`src/rtl/quad_stack_regfile.sv`:
```
module quad_stack_regfile #(
  parameter int W     = 16,
  parameter int DEPTH = 16
) (
  input  logic         clk,
  input  logic         rst,
  input  logic         instr_valid,
  input  logic [15:0]  instr,
  input  logic         two_op,
  input  logic         wr_en,
  input  logic [W-1:0] wr_data,
  input  logic         irq_push,
  input  logic         irq_pop,
  input  logic [W-1:0] irq_pc,
  output logic [W-1:0] src_data,
  output logic [W-1:0] dst_data,
  output logic [W-1:0] ret_pc,
  output logic [3:0]   ovf,
  output logic [3:0]   unf
);
  localparam int AW = $clog2(DEPTH);
  localparam int CW = AW + 1;

  logic [1:0] src_sel, dst_sel;
  logic [3:0] mode;
  logic       irq_any;
  logic [3:0][W-1:0] tops;

  assign src_sel = instr[1:0];
  assign dst_sel = instr[3:2];
  assign mode    = instr[7:4];
  assign irq_any = irq_push | irq_pop;

  for (genvar g = 0; g < 4; g++) begin : g_stk
    logic [W-1:0]  mem [DEPTH];
    logic [AW-1:0] top;
    logic [CW-1:0] cnt;
    logic          of_r, uf_r;

    wire blk   = (g == 0) && irq_any;
    wire rd    = instr_valid && !blk && ((src_sel == g) || (two_op && dst_sel == g));
    wire wr    = instr_valid && wr_en && !blk && (dst_sel == g);
    wire ipush = (g == 0) && irq_push;
    wire ipop  = (g == 0) && irq_pop && !irq_push;
    wire empty = (cnt == '0);
    wire pop   = ipop || (rd && !mode[g]);
    wire push  = ipush || (wr && (!mode[g] || empty));
    wire ovw   = wr && mode[g] && !empty;
    wire epop  = pop && !empty;

    wire [AW-1:0] tp   = epop ? top - AW'(1) : top;
    wire [CW-1:0] cp   = epop ? cnt - CW'(1) : cnt;
    wire          full = (cp == CW'(DEPTH));
    wire [AW-1:0] nxt  = tp + AW'(1);
    wire [W-1:0]  wv   = ipush ? irq_pc : wr_data;

    always_ff @(posedge clk) begin
      if (rst) begin
        top  <= '0;
        cnt  <= '0;
        of_r <= 1'b0;
        uf_r <= 1'b0;
      end else begin
        if (pop && empty) uf_r <= 1'b1;
        if (push) begin
          top <= nxt;
          cnt <= full ? cp : cp + CW'(1);
          if (full) of_r <= 1'b1;
        end else begin
          top <= tp;
          cnt <= cp;
        end
      end
    end

    always_ff @(posedge clk) begin
      if (!rst) begin
        if (push)     mem[nxt] <= wv;
        else if (ovw) mem[top] <= wr_data;
      end
    end

    assign tops[g] = empty ? '0 : mem[top];
    assign ovf[g]  = of_r;
    assign unf[g]  = uf_r;
  end

  assign src_data = (irq_any && src_sel == 2'd0) ? '0 : tops[src_sel];
  assign dst_data = (irq_any && dst_sel == 2'd0) ? '0 : tops[dst_sel];
  assign ret_pc   = tops[0];
endmodule


```
`config.mk`:
```
export PLATFORM = sky130hd
export DESIGN_NAME = quad_stack_regfile
export DESIGN_NICKNAME = d
export VERILOG_FILES = /design/src/rtl/quad_stack_regfile.sv
export SDC_FILE = /design/constraint.sdc
export NUM_CORES = 1
export LEC_CHECK = 0
export BUFFER_PORTS_ARGS = -buffer_cell sky130_fd_sc_hd__buf_2
export CAP_MARGIN = 20
export CORE_ASPECT_RATIO = 0.7
export CORE_MARGIN = 2
export CORE_UTILIZATION = 50
export DETAILED_ROUTE_END_ITERATION = 12
export GPL_ROUTABILITY_DRIVEN = 0
export GPL_TIMING_DRIVEN = 0
export PLACE_DENSITY = 0.66
export SYNTH_ARGS = -nofsm -noshare
export SYNTH_HDL_FRONTEND = slang
export SYNTH_SLANG_ARGS = --single-unit
```
`constraint.sdc`:
```
create_clock -name clk -period 8.1 [get_ports clk]
set_clock_uncertainty 0.2 [all_clocks]
set_input_delay 0.81 -clock clk [delete_from_list [all_inputs] [get_ports clk]]
set_output_delay 0.81 -clock clk [all_outputs]
set_load 0.05 [all_outputs]
```
==> run_results.csv <==
group,metric,value,unit
outcome,outcome,"completed",
timing,slew_violations,0,
critical_path,path_max_fanout,10,
cts,cts_setup_buffers,0,
finish,drive_above_1_share,30.3,%
cts,clock_path_buffers,3,
cts,clk_latency,0.72,ns
drt,finalWirelength,120,mm
finish,area_growth,15.0,%
placement,io_buffers,98,
timing,tightestPinTransition,1.15,ns
grt,grt_pass1_wl,172,mm
pwr,ir_drop,0.197,mV
timing,hold_viol,0,
drt,wl_met1,49.6,mm
cts,cts.htree.levels,3,
critical_path,cp-start-kind,"flip-flop",
finish,final-seq-area,31600,um^2
flow_run,drv_cap,0,
logic_synthesis,ys.warnings.count,0,
finish,final_common_cell,"edfxtp_1",
logic_synthesis,netlist_top_cells_area,"edfxtp_1 69%, mux4_2 16%, dfxtp_1 2.0%",
placement,dp_hpwl,83.4,mm
cts,cts_tree,"yes",
logic_synthesis,ys_types,81,
drt,drt_iter0_drc,3495,
drt,postRouteAntennaNets,0,
logic_synthesis,synth_top_area_share,69.5,%
pwr,p_leak,15.8,nW
finish,nets,2656,
floorplan,row_count,91,
grt,grt_overflow,0,
timing,max_freq,169,MHz
cts,cts_made_buffers,99,
cts,holdBufCountCts,0,
grt,grtUsageTotal,26.7,%
logic_synthesis,synth-seq-cells,1068,
logic_synthesis,syn-mean-instance-area,19.5,um^2
drt,maxUsedRoutingLayer,"met5",
timing,setup_viol,0,
cts,path_clk_slew,0.07,ns
logic_synthesis,synth_edf_count,1024,
logic_synthesis,syn-num-nets,2354,
timing,period_share,73.1,%
floorplan,die-area,91000,um^2
finish,utilization,57.9,%
drt,drc,0,
drt,route.met3.wl,15.5,mm
drt,wl_met2,51.8,mm
floorplan,ios,111,
critical_path,worstSetupPathType,"flip-flop to output port",
cts,clock-sinks,1068,
critical_path,startpoint,"g_stk[0].top[2]$_SDFF_PP0_",
floorplan,start_util,50.4,%
logic_synthesis,async_flop_share,0,%
finish,final_cell_mix,"1024 x edfxtp_1, 308 x mux4_2, 145 x buf_2, 99 x clkbuf_16, 86 x clkbuf_1",
critical_path,critPathRequiredTime,7.09,ns
drt,drtPass1Iterations,8,
floorplan,dieWidth,360,um
logic_synthesis,synth_top_area_cell,"edfxtp_1",
timing,rsz0062_at_grt,"no",
placement,dp_slack,2.50,ns
worst_hold_path,worstHoldStart,"g_stk[0].of_r$_SDFFE_PP0P_",
logic_synthesis,synthesis.area,44300,um^2
logic_synthesis,syn-instance-count,2275,
floorplan,die_h,253,um
timing,period_minus_slack,5.92,ns
cts,cts-root-buf,"clkbuf_16",
grt,grt_max_degree,50,
timing,slew-limit-headroom,22.9,%
pwr,power_density,248,nW/um^2
critical_path,rr_startpoint,"g_stk[0].top[1]$_SDFF_PP0_",
drt,vias,24900,
drt,wl_per_cell,31.4,um
drt,vias_per_cell,6.49,
logic_synthesis,synth_top_flop_cell,"edfxtp_1",
worst_hold_path,hold_path.class,"flip-flop to flip-flop",
cts,cts.repair.resized,0,
timing,setup_ws,2.18,ns
logic_synthesis,ys_seq_area_share,71.5,%
finish,multi_input_area,12300,um^2
critical_path,cp.arrival,4.91,ns
critical_path,worst_setup_path_end_kind,"output port",
finish,fillCellCount,6398,
grt,grt_pass1_vias,24300,
floorplan,core,87900,um^2
grt,antenna_found_initial,11,
## metal layers
metal / vias up / track usage, %
met5: - / 0
met4: 8 / 7.83
met3: 233 / 8.53
met2: 1469 / 38.1
met1: 13000 / 39.5
li1: 10200 / -
## per-stage QoR
step	power (W)	hold slack (ns)	TNS, ns	std cells	instance area (um^2)
after global placement	0.00814	0.257	-150.85	3535	46200
after CTS	0.0127	0.288	0	3812	50700
after detailed placement	0.00823	0.270	0	3625	47600
after floorplan	0.00750	0.238	0	2275	44300
after global routing	0.0130	0.294	0	3826	50900
final	0.0126	0.293	0	3831	50900
## kinds of logic (layout without fill, tap and decap cells)
| logic type | after synthesis | after routing | synth area share [%] |
|---|---|---|---|
| XOR/XNOR | 59 | 59 | 1.17 |
| other | 0 | 6 | 0 |
| multiplexers | 344 | 344 | 16.5 |
| buffers and inverters | 170 | 558 | 1.63 |
| adder cells (fa/ha/maj) | 24 | 24 | 0.678 |
| AND/OR/NAND/NOR | 340 | 340 | 4.06 |
| flip-flops | 1068 | 1068 | 71.5 |
| AO/OA/AOI/OAI | 270 | 270 | 4.48 |
## sequential cells by signal (all words and copies together) (netlist names)
name,count
g_stk.of_r,4
g_stk.uf_r,4
g_stk.top,16
g_stk.cnt,20
g_stk.mem,1024
## where the power goes
group | switching, W | leakage (nW) | internal (W)
combinational | 0.00135 | 4.67 | 0.000619
clock | 0.00207 | 1.53 | 0.00243
sequential | 0.0000300 | 9.56 | 0.00616
## synth_stat cells, drive strengths merged, types with 26 or more instances
cell type and count:
buf 65, nand2 73, a221oi 27, dfxtp 44, xnor2 44, inv 34
clkbuf 70, a22oi 26, nor3 35, edfxtp 1024, a21oi 84, mux4 308
nor2 78
## cell type report
| class | count | share of cell area (%) |
|---|---|---|
| multi-input cells | 1037 | 24.2 |
| well taps | 1162 | 2.86 |
| clock buffers | 115 | 4.98 |
| clock inverters | 72 | 1.09 |
| plain buffers | 135 | 1.16 |
| diodes | 6 | 0.0295 |
| inverters | 35 | 0.258 |
| flip-flops and latches | 1068 | 62.1 |
| repair buffers | 201 | 3.26 |
## final timing paths
check / to / slack (ns) / depth (start not counted)
max reg2reg: g_stk[0].mem[7][14]$_DFFE_PP_ / 2.43 / 11
min: g_stk[0].of_r$_SDFFE_PP0P_ / 0.29 / 2
max: src_data[11] / 2.18 / 8
min reg2reg: g_stk[0].of_r$_SDFFE_PP0P_ / 0.29 / 2
## critical path, cell delays in order (launching register included)
cell and delay [ns]:
dfxtp_1 0.31, clkbuf_1 0.40, clkbuf_1 0.68, buf_2 0.52, buf_1 0.63, mux4_2 0.54
a221oi_1 0.18, a21oi_1 0.53, buf_2 0.38
No activity file was read; power rests on OpenSTA's default activity.
